===== src/rtl/twi_eep_pkg.sv =====
// Package: shared constants and the protocol state type of the two-wire
// memory target. Assumes 8-bit bus bytes.
package twi_eep_pkg;
    localparam int BYTE_W = 8;
    localparam int CNT_W  = $clog2(BYTE_W);
    localparam logic [3:0] DEV_PREFIX = 4'b1010;

    typedef enum logic [3:0] {
        ST_IDLE,      // waiting for a start
        ST_DEV,       // shifting in the device address
        ST_WHI,       // shifting in the high word-address byte
        ST_WLO,       // shifting in the low word-address byte
        ST_WDAT,      // shifting in write data
        ST_ACK_WAIT,  // byte received, wait for SCL low to drive ack
        ST_ACK_HOLD,  // ack driven, wait for SCL low to release
        ST_RLOAD,     // controller acked, load next byte on SCL low
        ST_RDAT,      // shifting out read data
        ST_RACK       // waiting for controller ack bit
    } st_e;
endpackage


===== src/rtl/twi_eep_sync.sv =====
// Module: two-wire line conditioner. Brings SCL and SDA into the clk domain
// through a STAGES-deep synchronizer, then derives SCL edges and start/stop
// events. Assumes the bus is idle-high and SCL is far slower than clk.
module twi_eep_sync #(
    parameter int STAGES = 2
) (
    input  logic clk,
    input  logic rst_n,
    input  logic scl_i,
    input  logic sda_i,
    output logic scl_lvl,
    output logic sda_lvl,
    output logic scl_rise,
    output logic scl_fall,
    output logic start_det,
    output logic stop_det
);
    logic [STAGES-1:0] scl_ff;
    logic [STAGES-1:0] sda_ff;
    logic              scl_prev;
    logic              sda_prev;

    // Synchronizer chains plus one history stage, reset to the idle level.
    always_ff @(posedge clk) begin
        if (!rst_n) begin
            scl_ff   <= '1;
            sda_ff   <= '1;
            scl_prev <= 1'b1;
            sda_prev <= 1'b1;
        end else begin
            scl_ff   <= {scl_ff[STAGES-2:0], scl_i};
            sda_ff   <= {sda_ff[STAGES-2:0], sda_i};
            scl_prev <= scl_ff[STAGES-1];
            sda_prev <= sda_ff[STAGES-1];
        end
    end

    assign scl_lvl = scl_ff[STAGES-1];
    assign sda_lvl = sda_ff[STAGES-1];

    // Edge and condition decode from current and previous samples.
    always_comb begin
        scl_rise  = scl_lvl & ~scl_prev;
        scl_fall  = ~scl_lvl & scl_prev;
        start_det = scl_lvl & scl_prev & sda_prev & ~sda_lvl;
        stop_det  = scl_lvl & scl_prev & ~sda_prev & sda_lvl;
    end
endmodule


===== src/rtl/twi_eep_addr_ctr.sv =====
// Module: persistent word-address counter. A load takes a new address; an
// in-page step wraps the low PAGE_BITS only; a linear step wraps the whole
// space. Assumes the three controls come from one decoder; load wins.
module twi_eep_addr_ctr #(
    parameter int AW        = 16,
    parameter int PAGE_BITS = 7
) (
    input  logic          clk,
    input  logic          rst_n,
    input  logic          load,
    input  logic [AW-1:0] load_val,
    input  logic          step_page,
    input  logic          step_lin,
    output logic [AW-1:0] cnt_o
);
    // Counter update with load priority over both step kinds.
    always_ff @(posedge clk) begin
        if (!rst_n) begin
            cnt_o <= '0;
        end else if (load) begin
            cnt_o <= load_val;
        end else if (step_page) begin
            cnt_o <= {cnt_o[AW-1:PAGE_BITS], cnt_o[PAGE_BITS-1:0] + PAGE_BITS'(1)};
        end else if (step_lin) begin
            cnt_o <= cnt_o + AW'(1);
        end
    end

    // a completed header sets the counter exactly.
    a_r3_load_takes: assert property (@(posedge clk) disable iff (!rst_n)
        load |=> (cnt_o == $past(load_val)));

    // a read step adds one with full-range wrap.
    a_r9_lin_step: assert property (@(posedge clk) disable iff (!rst_n)
        (step_lin && !load && !step_page) |=> (cnt_o == $past(cnt_o) + AW'(1)));

    // a write step keeps the page bits.
    a_r4_page_kept: assert property (@(posedge clk) disable iff (!rst_n)
        (step_page && !load) |=> (cnt_o[AW-1:PAGE_BITS] == $past(cnt_o[AW-1:PAGE_BITS])));
endmodule


===== src/rtl/twi_eep_target.sv =====
// Module: two-wire serial memory target. Decodes device address, word
// address and data bytes, drives acknowledges and read data on an
// open-drain enable, streams writes to a page-write engine and reads from a
// combinational read port. Assumes rd_data_i follows rd_addr_o within a
// few clk cycles and that SCL phases last many clk cycles.
module twi_eep_target
    import twi_eep_pkg::*;
#(
    parameter int AW          = 16,
    parameter int PAGE_BITS   = 7,
    parameter int SYNC_STAGES = 2,
    parameter int SEL_W       = 3
) (
    input  logic              clk,
    input  logic              rst_n,
    input  logic              scl_i,
    input  logic              sda_i,
    output logic              sda_oe_o,
    input  logic [SEL_W-1:0]  addr_sel_i,
    input  logic              wr_busy_i,
    output logic [AW-1:0]     rd_addr_o,
    input  logic [BYTE_W-1:0] rd_data_i,
    output logic              wr_en_o,
    output logic [AW-1:0]     wr_addr_o,
    output logic [BYTE_W-1:0] wr_data_o,
    output logic              wr_commit_o
);
    localparam logic [CNT_W-1:0] LAST_BIT = CNT_W'(BYTE_W - 1);

    logic scl_lvl, sda_lvl, scl_rise, scl_fall, start_det, stop_det;
    st_e                st, st_after;
    logic [CNT_W-1:0]   bit_cnt;
    logic [BYTE_W-2:0]  rx_sh;
    logic [BYTE_W-1:0]  rx_byte;
    logic [BYTE_W-1:0]  tx_sh;
    logic [BYTE_W-1:0]  hi_q;
    logic               wrote_q;
    logic               dev_hit;
    logic               byte_done;
    logic               ctr_load, ctr_step_page, ctr_step_lin;
    logic [AW-1:0]      ctr_q;
    logic [AW-1:0]      ld_val;

    twi_eep_sync #(.STAGES(SYNC_STAGES)) u_sync (
        .clk       (clk),
        .rst_n     (rst_n),
        .scl_i     (scl_i),
        .sda_i     (sda_i),
        .scl_lvl   (scl_lvl),
        .sda_lvl   (sda_lvl),
        .scl_rise  (scl_rise),
        .scl_fall  (scl_fall),
        .start_det (start_det),
        .stop_det  (stop_det)
    );

    twi_eep_addr_ctr #(.AW(AW), .PAGE_BITS(PAGE_BITS)) u_ctr (
        .clk       (clk),
        .rst_n     (rst_n),
        .load      (ctr_load),
        .load_val  (ld_val),
        .step_page (ctr_step_page),
        .step_lin  (ctr_step_lin),
        .cnt_o     (ctr_q)
    );

    assign rd_addr_o = ctr_q;
    assign rx_byte   = {rx_sh, sda_lvl};
    assign ld_val    = AW'({hi_q, rx_byte});

    // Byte-level decode feeding the FSM and the address counter.
    always_comb begin
        dev_hit       = (rx_byte[7:4] == DEV_PREFIX) && (rx_byte[3:1] == addr_sel_i) && !wr_busy_i;
        byte_done     = scl_rise && (bit_cnt == LAST_BIT) && !start_det && !stop_det;
        ctr_load      = byte_done && (st == ST_WLO);
        ctr_step_page = byte_done && (st == ST_WDAT);
        ctr_step_lin  = scl_fall && (st == ST_RDAT) && (bit_cnt == '0) && !start_det && !stop_det;
    end

    // Protocol FSM: start/stop first, then per-state SCL edge handling.
    always_ff @(posedge clk) begin
        if (!rst_n) begin
            st          <= ST_IDLE;
            st_after    <= ST_IDLE;
            bit_cnt     <= '0;
            rx_sh       <= '0;
            tx_sh       <= '0;
            hi_q        <= '0;
            wrote_q     <= 1'b0;
            sda_oe_o    <= 1'b0;
            wr_en_o     <= 1'b0;
            wr_addr_o   <= '0;
            wr_data_o   <= '0;
            wr_commit_o <= 1'b0;
        end else begin
            wr_en_o     <= 1'b0;
            wr_commit_o <= 1'b0;
            if (stop_det) begin
                st          <= ST_IDLE;
                sda_oe_o    <= 1'b0;
                wr_commit_o <= wrote_q;
                wrote_q     <= 1'b0;
            end else if (start_det) begin
                st       <= ST_DEV;
                bit_cnt  <= '0;
                sda_oe_o <= 1'b0;
            end else begin
                unique case (st)
                    ST_DEV, ST_WHI, ST_WLO, ST_WDAT: begin
                        if (scl_rise) begin
                            rx_sh   <= rx_byte[BYTE_W-2:0];
                            bit_cnt <= bit_cnt + CNT_W'(1);
                            if (bit_cnt == LAST_BIT) begin
                                st <= ST_ACK_WAIT;
                                case (st)
                                    ST_DEV: begin
                                        if (dev_hit) st_after <= rx_byte[0] ? ST_RDAT : ST_WHI;
                                        else         st       <= ST_IDLE;
                                    end
                                    ST_WHI: begin
                                        hi_q     <= rx_byte;
                                        st_after <= ST_WLO;
                                    end
                                    ST_WLO: st_after <= ST_WDAT;
                                    default: begin
                                        wr_en_o   <= 1'b1;
                                        wr_addr_o <= ctr_q;
                                        wr_data_o <= rx_byte;
                                        wrote_q   <= 1'b1;
                                        st_after  <= ST_WDAT;
                                    end
                                endcase
                            end
                        end
                    end
                    ST_ACK_WAIT: begin
                        if (scl_fall) begin
                            sda_oe_o <= 1'b1;
                            st       <= ST_ACK_HOLD;
                        end
                    end
                    ST_ACK_HOLD: begin
                        if (scl_fall) begin
                            st <= st_after;
                            if (st_after == ST_RDAT) begin
                                tx_sh    <= {rd_data_i[BYTE_W-2:0], 1'b0};
                                sda_oe_o <= ~rd_data_i[BYTE_W-1];
                                bit_cnt  <= CNT_W'(1);
                            end else begin
                                sda_oe_o <= 1'b0;
                                bit_cnt  <= '0;
                            end
                        end
                    end
                    ST_RLOAD: begin
                        if (scl_fall) begin
                            tx_sh    <= {rd_data_i[BYTE_W-2:0], 1'b0};
                            sda_oe_o <= ~rd_data_i[BYTE_W-1];
                            bit_cnt  <= CNT_W'(1);
                            st       <= ST_RDAT;
                        end
                    end
                    ST_RDAT: begin
                        if (scl_fall) begin
                            if (bit_cnt == '0) begin
                                sda_oe_o <= 1'b0;
                                st       <= ST_RACK;
                            end else begin
                                sda_oe_o <= ~tx_sh[BYTE_W-1];
                                tx_sh    <= tx_sh << 1;
                                bit_cnt  <= bit_cnt + CNT_W'(1);
                            end
                        end
                    end
                    ST_RACK: begin
                        if (scl_rise) st <= sda_lvl ? ST_IDLE : ST_RLOAD;
                    end
                    default: ;
                endcase
            end
        end
    end

    // Checker state: last strobed write address within one transaction.
    logic [AW-1:0] chk_last_wa;
    logic          chk_wr_seen;
    always_ff @(posedge clk) begin
        if (!rst_n) begin
            chk_last_wa <= '0;
            chk_wr_seen <= 1'b0;
        end else if (start_det || stop_det) begin
            chk_wr_seen <= 1'b0;
        end else if (wr_en_o) begin
            chk_wr_seen <= 1'b1;
            chk_last_wa <= wr_addr_o;
        end
    end

    // consecutive write strobes step within the page.
    a_r4_page_step: assert property (@(posedge clk) disable iff (!rst_n)
        (wr_en_o && chk_wr_seen) |->
        ((wr_addr_o[AW-1:PAGE_BITS] == chk_last_wa[AW-1:PAGE_BITS]) &&
         (wr_addr_o[PAGE_BITS-1:0] == chk_last_wa[PAGE_BITS-1:0] + PAGE_BITS'(1))));

    // a start restarts address reception with SDA released.
    a_r1_start_restarts: assert property (@(posedge clk) disable iff (!rst_n)
        (start_det && !stop_det) |=> (st == ST_DEV && bit_cnt == '0 && !sda_oe_o));

    // a stop returns to idle.
    a_r1_stop_idles: assert property (@(posedge clk) disable iff (!rst_n)
        stop_det |=> (st == ST_IDLE && !sda_oe_o));

    // a commit only follows a stop.
    a_r5_commit_at_stop: assert property (@(posedge clk) disable iff (!rst_n)
        wr_commit_o |-> $past(stop_det));

    // no data reaches the engine while it is busy.
    a_r6_no_write_busy: assert property (@(posedge clk) disable iff (!rst_n)
        wr_en_o |-> !wr_busy_i);

    // a missing controller ack leaves the target idle and released.
    a_r10_nack_ends: assert property (@(posedge clk) disable iff (!rst_n)
        (st == ST_RACK && scl_rise && sda_lvl && !start_det && !stop_det) |=>
        (st == ST_IDLE && !sda_oe_o));

    // drive enable moves only while SCL is low.
    a_r12_oe_scl_low: assert property (@(posedge clk) disable iff (!rst_n)
        !$stable(sda_oe_o) |-> (!$past(scl_lvl) || $past(start_det || stop_det)));
endmodule


===== config.mk =====
export PLATFORM = sky130hd
export DESIGN_NAME = twi_eep_target
export DESIGN_NICKNAME = d
export VERILOG_FILES = /design/src/rtl/twi_eep_pkg.sv /design/src/rtl/twi_eep_sync.sv /design/src/rtl/twi_eep_addr_ctr.sv /design/src/rtl/twi_eep_target.sv
export SDC_FILE = /design/constraint.sdc
export NUM_CORES = 1
export LEC_CHECK = 0
export ABC_AREA = 0
export CAP_MARGIN = 25
export CORE_MARGIN = 3
export CORE_UTILIZATION = 54
export DETAILED_ROUTE_END_ITERATION = 10
export PLACE_DENSITY_LB_ADDON = 0.05
export RECOVER_POWER = 25
export SLEW_MARGIN = 20
export SYNTH_ARGS = -nofsm -noshare
export SYNTH_HDL_FRONTEND = slang
export SYNTH_HIERARCHICAL = 1
export SYNTH_SLANG_ARGS = --single-unit

===== constraint.sdc =====
create_clock -name clk -period 3.6 [get_ports clk]
set_clock_uncertainty 0.15 [all_clocks]
set_input_delay 0.72 -clock clk [delete_from_list [all_inputs] [get_ports clk]]
set_output_delay 0.72 -clock clk [all_outputs]
set_load 0.01 [all_outputs]

Word-level counts from Yosys, hierarchy flattened
Index checks and enable logic that the tools add are counted.
Widths: inputs -> output; s select.
{ "word_totals": {"register_bits": 84, "inputBits": 16, "out_inout_bits": 43, "wordCells": 156} }
{ "classes": {"add_sub_neg": 3, "n_eq_ne": 34, "mux": 41, "bitwise_logic": 20, "n_reduce_logical": 39} }
{ "op_table": {"columns": ["cell", "n"], "rows": [
  ["$mux 16", 3],
  ["$mux 4", 10],
  ["$mux 8", 5],
  ["$mux 3", 9],
  ["$ne 3x3->1 const B", 8],
  ["$pmux 4 s6", 1],
  ["$pmux 8 s3", 1],
  ["$ne 2x2->1 const B", 11],
  ["$reduce_and 6->1", 3],
  ["$reduce_and 9->1", 2],
  ["$add 16x1->16 const B", 1],
  ["$eq 4x3->1 const B", 4],
  ["$eq 4x4->1 const B", 4],
  ["$not 1->1", 13],
  ["$pmux 3 s4", 1],
  ["$logic_and 1x1->1", 11],
  ["$reduce_and 5->1", 2],
  ["$mux 1", 9],
  ["$eq 4x2->1 const B", 2],
  ["$pmux 4 s2", 1],
  ["$reduce_and 8->1", 1],
  ["$add 7x1->7 const B", 1],
  ["$and 1x1->1", 7],
  ["$reduce_and 7->1", 1],
  ["21 further kinds", 26]
]} }

Logic depth before layout (Yosys ltp)
Gate-level depths: netlist of the first run.
{ "logic_depth": {"depth_word": 9, "mapped_depth": 10, "depth_no_buf": 9} }

Modules after synthesis
The synthesis of the first run kept the hierarchy.
{ "modules_own_cells": {"columns": ["module", "n_inst", "cells_each", "area_each_um2", "seq_area_each_um2"], "rows": [
  ["twi_eep_target", 1, 354, 2829.0, 1221.2],
  ["twi_eep_addr_ctr", 1, 102, 889.6, 320.3],
  ["twi_eep_sync", 1, 16, 190.2, 120.1]
]} }

Worst setup path after synthesis of the first run
OpenSTA, ideal clock, no wires.
{ "synth_path": {"path_type": "register to register", "startpoint": "register u_sync.sda_ff[1]", "endpoint": "register u_ctr.cnt_o[12]", "setup_time_ns": 0.122, "arrival_time_ns": 2.427, "required_ns": 3.328, "slack_ns": 0.901, "path_stages_with_launch": 10, "n_path_buf": 1, "period_less_slack_ns": 2.699, "cell_sequence": "dfxtp_1 -> and4b_1 -> nor2_1 -> nand3_2 -> inv_2 -> buf_2 -> and2b_2 -> o2111a_1 -> and4_2 -> o311a_1"} }
{ "synth_via": {"elab_chain_len": 8, "word_cells_on_any_way": 15, "cone_classes": "eq/ne: 1; mux: 1; bitwise: 3; reduce/logical: 10"} }
{ "synth_rtl": {"columns": ["element", "line", "source"], "rows": [
  ["from (decl)", "twi_eep_sync.sv:19", "logic [STAGES-1:0] sda_ff;"],
  ["from (signal assigned)", "twi_eep_sync.sv:32", "sda_ff <= {sda_ff[STAGES-2:0], sda_i};"],
  ["$not 1->1", "twi_eep_sync.sv:45", "start_det = scl_lvl & scl_prev & sda_prev & ~sda_lvl;"],
  ["$and 1x1->1", "twi_eep_sync.sv:45", null],
  ["via start_det", "twi_eep_target.sv:30", "logic scl_lvl, sda_lvl, scl_rise, scl_fall, start_det, stop_det;"],
  ["$logic_not 1->1", "twi_eep_target.sv:74", "byte_done = scl_rise && (bit_cnt == LAST_BIT) && !start_det && !stop_det;"],
  ["$logic_and 1x1->1 (2 in series)", "twi_eep_target.sv:74", null],
  ["$logic_and 1x1->1", "twi_eep_target.sv:76", "ctr_step_page = byte_done && (st == ST_WDAT);"],
  ["via ctr_step_page", "twi_eep_target.sv:40", "logic ctr_load, ctr_step_page, ctr_step_lin;"],
  ["$ne 2x2->1 (no line)", null, null],
  ["$reduce_and 2->1 (no line)", null, null],
  ["to (signal assigned)", "twi_eep_addr_ctr.sv:21", "cnt_o <= load_val;"],
  ["to (signal assigned)", "twi_eep_addr_ctr.sv:23", "cnt_o <= {cnt_o[AW-1:PAGE_BITS], cnt_o[PAGE_BITS-1:0] + PAGE_BITS'(1)};"],
  ["to (signal assigned)", "twi_eep_addr_ctr.sv:25", "cnt_o <= cnt_o + AW'(1);"],
  ["to (decl)", "twi_eep_addr_ctr.sv:14", "output logic [AW-1:0] cnt_o"]
]} }
The timed path passes the listed nets, and every way through them passes these cells.
A chain may end at the register's enable or synchronous reset.

Final worst setup path of the first run
{ "layout_path": {"startpoint": "register u_sync.sda_ff[1]", "endpoint": "register u_ctr.cnt_o[14]"} }
{ "layout_via": {"word_cells_on_any_way": 15, "cone_classes": "eq/ne: 1; mux: 1; bitwise: 3; reduce/logical: 10"} }
{ "layout_rtl": {"columns": ["element", "line", "source"], "rows": [
  ["$not 1->1", "twi_eep_sync.sv:45", null],
  ["$and 1x1->1", "twi_eep_sync.sv:45", null],
  ["via start_det", "twi_eep_target.sv:30", null],
  ["$logic_not 1->1", "twi_eep_target.sv:77", "ctr_step_lin = scl_fall && (st == ST_RDAT) && (bit_cnt == '0) && !start_det && !stop_det;"],
  ["$logic_and 1x1->1 (2 in series)", "twi_eep_target.sv:77", null],
  ["via ctr_step_lin", "twi_eep_target.sv:40", null],
  ["$reduce_bool 2->1 (no line)", null, null],
  ["$reduce_and 2->1 (no line)", null, null]
]} }
The timed path passes the listed nets, and every way through them passes these cells.

==> flow_summary.ini, run 1 <==
[status]
outcome = complete, no violations

[place]
pre_cts_slack_ps = 621
dp_cells = 610
post-dp-hpwl_um = 6930
gp_congestion = 0.939
numPortBuffers = 58

[clock_network]
numCtsBuffers = 9
cts_tree = yes
clockBufferDepth = 2
h-tree-depth = 3
cts_resized = 0
cts_root_buf = clkbuf_8
cts.hold.buffers_added = 0
cts_sinks = 83
clk_latency_ps = 350
post_cts_buffers = 0
clk_pin_slew_ps = 90

[sta]
maxSlewHeadroom = 0.180
rsz0062_at_grt = no
max_freq_ghz = 0.331
setup_slack_ps = 583
fin_crit_ps = 3020
finalCritPeriodShare = 0.838
fin_setup_tns_ps = 0
drv_slew = 0
setup_viol = 0
hold_viol = 0
worst_pin_slew_ps = 1230

[synth]
yosys_warnings = 6
synthesis.nets = 492
synth-compound-area-share = 0.194
syn_area_mm2 = 0.00391
syn_area_per_cell_um2 = 8.28
yosysUniqueCellTypes = 66
ys_async_sr_fraction = 0
synth_top_family_by_area = simple AND/OR/NAND/NOR gates
yosys.area_share.simple = 0.262
synthXorXnorAreaFrac = 0.0269
synth_fa_ha_area_frac = 0.0128
ys_seq_area_frac = 0.425
synthMuxAreaShare = 0.0336
synth_edf_count = 0
netlist_instances = 472
ys.flop_type = dfxtp_1
yosys_register_bits = 83

[detailed_routing]
wl_um = 9970
vias_per_cell = 5.84
vias = 3645
wl_per_cell_um = 16.0
drtIter0Drc = 213
drc = 0
final_antenna_net_count = 0
drt_first_pass_iters = 5

[global_route]
grt_max_degree = 35
grt_util_all_layers = 0.246
grt.overflow.total = 0
grt_pass1_vias = 3485
grt_antenna_before_repair = 0
grt_first_pass_wirelength_um = 16800

[power]
power.leakage_nw = 1.81
power.switching_mw = 0.774
power_frac_comb = 0.291
switching_share = 0.350
powerDensity_mw_per_mm2 = 470
pwr-share-clk = 0.258
p_int_mw = 1.44
vdd_drop_max_uv = 259
p_seq_frac = 0.451

[hold_path]
hold_class = flip-flop to flip-flop
min_from = u_sync/scl_ff[0]

[final_layout]
instances_no_fill = 624
drive_above_1_share = 0.0720
nNetsFinal = 545
n_antenna_cell = 0
area_delta_synth_final_pct = 20.5
final_core_util = 0.682

[worst_setup_path]
crit_path_start = u_sync/sda_ff[1]
path_max_fanout = 14
criticalPathCategory = flip-flop to flip-flop
r2r-start = u_sync/sda_ff[1]
crit_required_ps = 3730
crit_arrival_ps = 3140
worst_setup_path_start_kind = flip-flop
end_kind = flip-flop

[floorplan]
start_util = 0.566
rows = 30
die_h_um = 91.1
coreArea_mm2 = 0.00691
die_area_mm2 = 0.00830
pin_count = 59
die_width_um = 91.1

[flow_run]
drv_cap = 0
==> per-layer routing <==
layer	share of wire	GRT usage
met1	0.46	0.327
met2	0.46	0.389
met4	0.020	0.0955
met3	0.058	0.0530
met5	0	0
==> flip-flops by register name, summed over array words and instances, names as in the netlist, 2 cells and up <==
signal,cells
bit_cnt,3
hi_q,8
rx_sh,7
st,4
st_after,4
tx_sh,7
u_ctr/cnt_o,16
u_sync/scl_ff,2
u_sync/sda_ff,2
wr_addr_o,16
wr_data_o,8
==> through the flow <==
| step | instance area (µm²) | hold slack [ps] | total power, mW |
|---|---|---|---|
| 6_report | 4710 | 264 | 2.21 |
| 5_1_grt | 4710 | 283 | 2.34 |
| 4_1_cts | 4720 | 269 | 2.21 |
| 3_5_place_dp | 4560 | 248 | 1.65 |
| 3_3_place_gp | 4560 | 243 | 1.65 |
| 2_1_floorplan | 3910 | 236 | 1.48 |
==> power groups by stage <==
stage	logic (mW)	clock network [mW]	registers [mW]
after detailed placement	0.630	0	1.02
after CTS	0.633	0.584	0.997
after global placement	0.632	0	1.02
after global routing	0.709	0.624	1.00
final	0.644	0.570	0.997
after floorplan	0.486	0	0.995
==> cells by family after synthesis <==
group	count (synthesis)
compound gates	123
xor+xnor	12
fa+ha+maj	4
buf+inv	39
flops	83
mux	13
simple gates	198
==> worst max-delay path: stages (launching register included) <==
cell and delay, ps:
dfxtp_1 540, and4b_1 400, nor2_1 300, nand2_1 150
nor3_1 230, buf_4 180, and2b_2 190, nand4_1 190
or4_1 460, a31oi_1 160
==> cells in the final DEF (no fill, tap or decap), drive strengths merged, types with 4 or more instances in the layout <==
cell type,instances
nor3b,5
and2,4
nand3,8
buf,9
mux2i,12
o21ai,34
inv,12
nand2,84
clkdlybuf4s50,36
dlygate4sd3,22
nor3,13
dfxtp,83
o211a,4
a21oi,47
clkbuf,12
xor2,10
nor2b,5
nand2b,13
a31oi,8
nand4,7
nor2,31
a311oi,6
ha,4
==> final timing paths <==
path,slack (ps),endpoint,cells after the start
hold reg to reg,260,u_sync/scl_ff[1],1
setup / recovery,580,u_ctr/cnt_o[14],9
hold / removal,260,u_sync/scl_ff[1],1
setup reg to reg,580,u_ctr/cnt_o[14],9
==> area by class of cell <==
cell class,count,area (µm²)
clock buffers,10,128
clock inverters,4,28.8
fillers,635,2200
inverters,12,45.0
multi-input cells,350,2070
flip-flops and latches,83,1660
well taps,96,120
repair buffers,69,656
==> cells in the mapped netlist, types with 5 or more instances <==
| master | n | area share |
|---|---|---|
| a21oi_1 | 47 | 0.060 |
| a311oi_1 | 6 | 0.013 |
| a31oi_1 | 8 | 0.013 |
| buf_2 | 9 | 0.012 |
| clkbuf_1 | 15 | 0.014 |
| dfxtp_1 | 83 | 0.43 |
| inv_1 | 9 | 0.0086 |
| mux2i_1 | 12 | 0.031 |
| nand2_1 | 84 | 0.081 |
| nand2b_1 | 13 | 0.021 |
| nand3_1 | 7 | 0.0090 |
| nand4_1 | 6 | 0.0096 |
| nor2_1 | 30 | 0.029 |
| nor2b_1 | 5 | 0.0080 |
| nor3_1 | 12 | 0.015 |
| nor3b_1 | 5 | 0.0096 |
| o21ai_0 | 34 | 0.044 |
| xor2_1 | 10 | 0.022 |
No activity file was read; power rests on OpenSTA's default activity.
==> run 2, diff against run 1 <==
- clock period: 3.6 -> 2.9 ns (I/O delays scaled with it)
==> flow_summary.ini, run 2 (same netlist as run 1, synthesis figures left out) <==
[clock_network]
cts_sinks = 83
cts.hold.buffers_added = 0
cts_tree = yes
clockBufferDepth = 2
post_cts_buffers = 0
cts_resized = 0
h-tree-depth = 3
numCtsBuffers = 9
clk_pin_slew_ps = 80
clk_latency_ps = 350
cts_root_buf = clkbuf_8

[final_layout]
area_delta_synth_final_pct = 22.3
fillers = 590
multi_input_area_mm2 = 0.00207
final_core_util = 0.692
reg_top3 = u_ctr/cnt_o (16), wr_addr_o (16)
n_antenna_cell = 0
mostFrequentLayoutCells = nand2_1 (84), dfxtp_1 (83), a21oi_1 (47), clkdlybuf4s50_1 (35), o21ai_0 (34)
register_area_mm2 = 0.00166
drive_above_1_share = 0.0877
final_common_cell = nand2_1
nNetsFinal = 551

[sta]
rsz0062_at_grt = no
max_freq_ghz = 0.377
drv_slew = 0
hold_viol = 0
setup_viol = 0
finalCritPeriodShare = 0.916
whs_ps = 278
fin_setup_tns_ps = 0
fin_crit_ps = 2660
maxSlewHeadroom = 0.187
worst_pin_slew_ps = 1220

[place]
numPortBuffers = 58
post-dp-hpwl_um = 6950
gp_congestion = 0.903

[status]
outcome = complete, no violations

[power]
vdd_drop_max_uv = 352
powerDensity_mw_per_mm2 = 586
power.leakage_nw = 1.86

[worst_setup_path]
reg2regPathDepth = 8
crit_required_ps = 3030
worst_setup_path_start_kind = flip-flop
crit_arrival_ps = 2780
end_kind = flip-flop
criticalPathCategory = flip-flop to flip-flop
path_max_fanout = 6
reg2reg_slack_ps = 240
r2r-start = u_sync/scl_ff[1]
regToRegEndpoint = u_ctr/cnt_o[14]

[global_route]
grt.overflow.total = 0
grt_util_all_layers = 0.247
grt_max_degree = 31
grt_pass1_vias = 3353
grt_antenna_before_repair = 0
grt_first_pass_wirelength_um = 16800

[floorplan]
die_h_um = 91.1
coreArea_mm2 = 0.00691
die_width_um = 91.1
pin_count = 59
die_area_mm2 = 0.00830
start_util = 0.566
rows = 30

[detailed_routing]
drc = 0
vias = 3595
final_antenna_net_count = 0
vias_per_cell = 5.69
wl_per_cell_um = 15.7
wl_um = 9940
drt_first_pass_iters = 5
drtIter0Drc = 194

[hold_path]
hold_class = flip-flop to flip-flop
whs_path_depth = 1
worstHoldEndpoint = u_sync/scl_ff[1]
min_from = u_sync/scl_ff[0]

[flow_run]
drv_cap = 0
-- run 2: layout make-up --
cell class	count	area share
clock inverter	5	0.00812
clock buffer	11	0.0296
multi-input combinational	350	0.433
timing repair buffer	75	0.147
sequential	83	0.348
tap	96	0.0251
inverter	12	0.00942
-- run 2: worst max-delay path by stage --
stage | startpoint | end | slack, ps | cells after the start
after detailed placement | u_sync/scl_ff[1] | u_ctr/cnt_o[15] | 320 | 8
after floorplan | u_sync/sda_ff[1] | u_ctr/cnt_o[12] | 200 | 9
final | u_sync/scl_ff[1] | u_ctr/cnt_o[14] | 240 | 8
after global placement | u_sync/scl_ff[1] | u_ctr/cnt_o[15] | 430 | 8
after CTS | u_sync/scl_ff[1] | u_ctr/cnt_o[15] | 270 | 8
after global routing | u_sync/sda_ff[1] | u_ctr/cnt_o[14] | 80 | 8
-- run 2: power by group --
group	internal [mW]	total (mW)	switching, mW
Combinational	0.318	0.799	0.481
Clock	0.338	0.765	0.427
Sequential	1.18	1.24	0.0569
Total	1.83	2.80	0.965
-- run 2: critical path, cell delays in order, from the launching register on --
cell and delay (ps):
dfxtp_1 340, and4b_1 280, nor2_1 260, nand2_1 170
nor3_1 330, and2b_2 260, nand4_1 200, or4_1 440
a31oi_1 160
-- run 2: routing by layer --
layer | track usage | part of all wire | vias up
met5 | 0 | 0 | -
met4 | 0.0666 | 0.011 | 0
met3 | 0.0439 | 0.047 | 11
met2 | 0.414 | 0.48 | 85
met1 | 0.327 | 0.46 | 1705
li1 | - | - | 1794
-- run 2: per-stage QoR --
step	cell area [µm²]	cells	power (mW)	setup WS, ps
6_report	4780	632	2.80	245
2_1_floorplan	3910	472	1.84	201
4_1_cts	4790	631	2.79	275
5_1_grt	4780	632	2.97	79.7
3_5_place_dp	4610	615	2.03	325
3_3_place_gp	4610	615	2.03	432
==> run 3, diff against run 2 <==
- CELL_PAD_IN_SITES_DETAIL_PLACEMENT: default -> 2
- CELL_PAD_IN_SITES_GLOBAL_PLACEMENT: default -> 2
- CORE_UTILIZATION: 54 -> 32
- PLACE_DENSITY: default -> 0.79
- PLACE_DENSITY_LB_ADDON: 0.05 -> default
==> flow_summary.ini, run 3 (same netlist as run 1, synthesis figures left out) <==
[status]
outcome = complete, no violations

[place]
numPortBuffers = 58
gp_congestion = 0.806
dp_cells = 663
post-dp-hpwl_um = 9250
post_dp_cell_area_mm2 = 0.00466

[final_layout]
final_area_mm2 = 0.00494
instances_no_fill = 678
fillers = 1326
n_antenna_cell = 0
nNetsFinal = 551
area_delta_synth_final_pct = 26.4
reg_top3 = u_ctr/cnt_o (16), wr_addr_o (16)
drive_above_1_share = 0.0935
final_common_cell = nand2_1
mostFrequentLayoutCells = nand2_1 (84), dfxtp_1 (83), a21oi_1 (47), clkdlybuf4s50_1 (35), o21ai_0 (34)

[clock_network]
post_cts_buffers = 0
numCtsBuffers = 9
clk_latency_ps = 350
cts.hold.buffers_added = 0
cts_root_buf = clkbuf_16
cts_resized = 0
cts_sinks = 83
h-tree-depth = 3
cts_tree = yes
clk_pin_slew_ps = 60
clockBufferDepth = 2

[floorplan]
die_area_mm2 = 0.0136
rows = 39
start_util = 0.335
pin_count = 59
die_h_um = 117
die_width_um = 117
coreArea_mm2 = 0.0117

[global_route]
grt_pass1_vias = 3943
grt_first_pass_wirelength_um = 21300
grt_max_degree = 42
grt_util_all_layers = 0.204
grt_antenna_before_repair = 0
grt.overflow.total = 0

[worst_setup_path]
crit_required_ps = 3030
crit_chain = and4b_1, nor2_1, nand2_1, nor3_1, and2b_2, nand4_4, or4_1, a31oi_1
crit_arrival_ps = 2760
worst_setup_path_start_kind = flip-flop
criticalPathCategory = flip-flop to flip-flop
crit_path_start = u_sync/scl_ff[1]
r2r-start = u_sync/scl_ff[1]
end_kind = flip-flop
cpMaxStageDelayCell = or4_1
slowest_delay_ps = 530
path_max_fanout = 6

[power]
powerDensity_mw_per_mm2 = 654
vdd_drop_max_uv = 298
power_mw = 3.23
power.leakage_nw = 1.89

[sta]
fin_setup_tns_ps = 0
worst_pin_slew_ps = 918
fin_crit_ps = 2630
maxSlewHeadroom = 0.388
drv_slew = 0
hold_viol = 0
finalCritPeriodShare = 0.908
setup_viol = 0
whs_ps = 303
max_freq_ghz = 0.380
rsz0062_at_grt = no

[detailed_routing]
final_antenna_net_count = 0
drt_first_pass_iters = 4
vias = 3738
drc = 0
vias_per_cell = 5.51
wl_per_cell_um = 19.9
wl_um = 13500
drtIter0Drc = 130

[flow_run]
drv_cap = 0

[hold_path]
min_from = wr_addr_o[5]
hold_class = flip-flop to flip-flop
-- run 3: cell types whose count changed in the layout (fill, tap and decap cells not counted), sizes merged --
| cell | before | now |
|---|---|---|
| clkbuf | 14 | 10 |
| clkinv | 5 | 2 |
| buf | 14 | 16 |
| clkinvlp | 1 | 3 |
| inv | 11 | 13 |
-- run 3: metrics by stage --
stage / setup WS [ps] / utilization
floorplan: 201 / -
global placement: 494 / 0.400
detailed placement: 319 / 0.400
CTS: 257 / 0.424
global route: 85.6 / 0.424
finish: 268 / 0.424
-- run 3: path summary, 6_finish.rpt --
path                                         to  slack [ps]  cells past startpoint
worst max-delay path            u_ctr/cnt_o[15]         270                      8
worst min-delay path               wr_addr_o[5]         300                      2
worst max register to register  u_ctr/cnt_o[15]         270                      8
worst min register to register     wr_addr_o[5]         300                      2
-- run 3: final cells by class --
type                       instances  area, µm²  share of cell area
clock buffer                       9        225              0.0456
timing repair buffer              75        706               0.143
inverter                          12       45.0             0.00911
clock inverter                     6       51.3              0.0104
sequential                        83       1660               0.336
multi-input combinational        350       2070               0.420
tap                              143        179              0.0362
-- run 3: power breakdown --
group	switching (mW)	internal, mW
clock	0.513	0.586
sequential	0.0830	1.18
combinational	0.555	0.315
total	1.15	2.08
-- run 3: metal layers --
metal | GRT usage | wire length (µm) | up-vias
li1 | - | - | 1790
met1 | 0.236 | 5800 | 1864
met2 | 0.365 | 6970 | 60
met3 | 0.0528 | 417 | 24
met4 | 0.0704 | 271 | 0
met5 | 0 | 0 | -
-- run 3: critical path, delay by kind of cell (launching register included) --
kind	cells	cell delay [ps]
DFF	1	340
and+or+nand+nor	7	1900
AOI/OAI and AO/OA	1	170
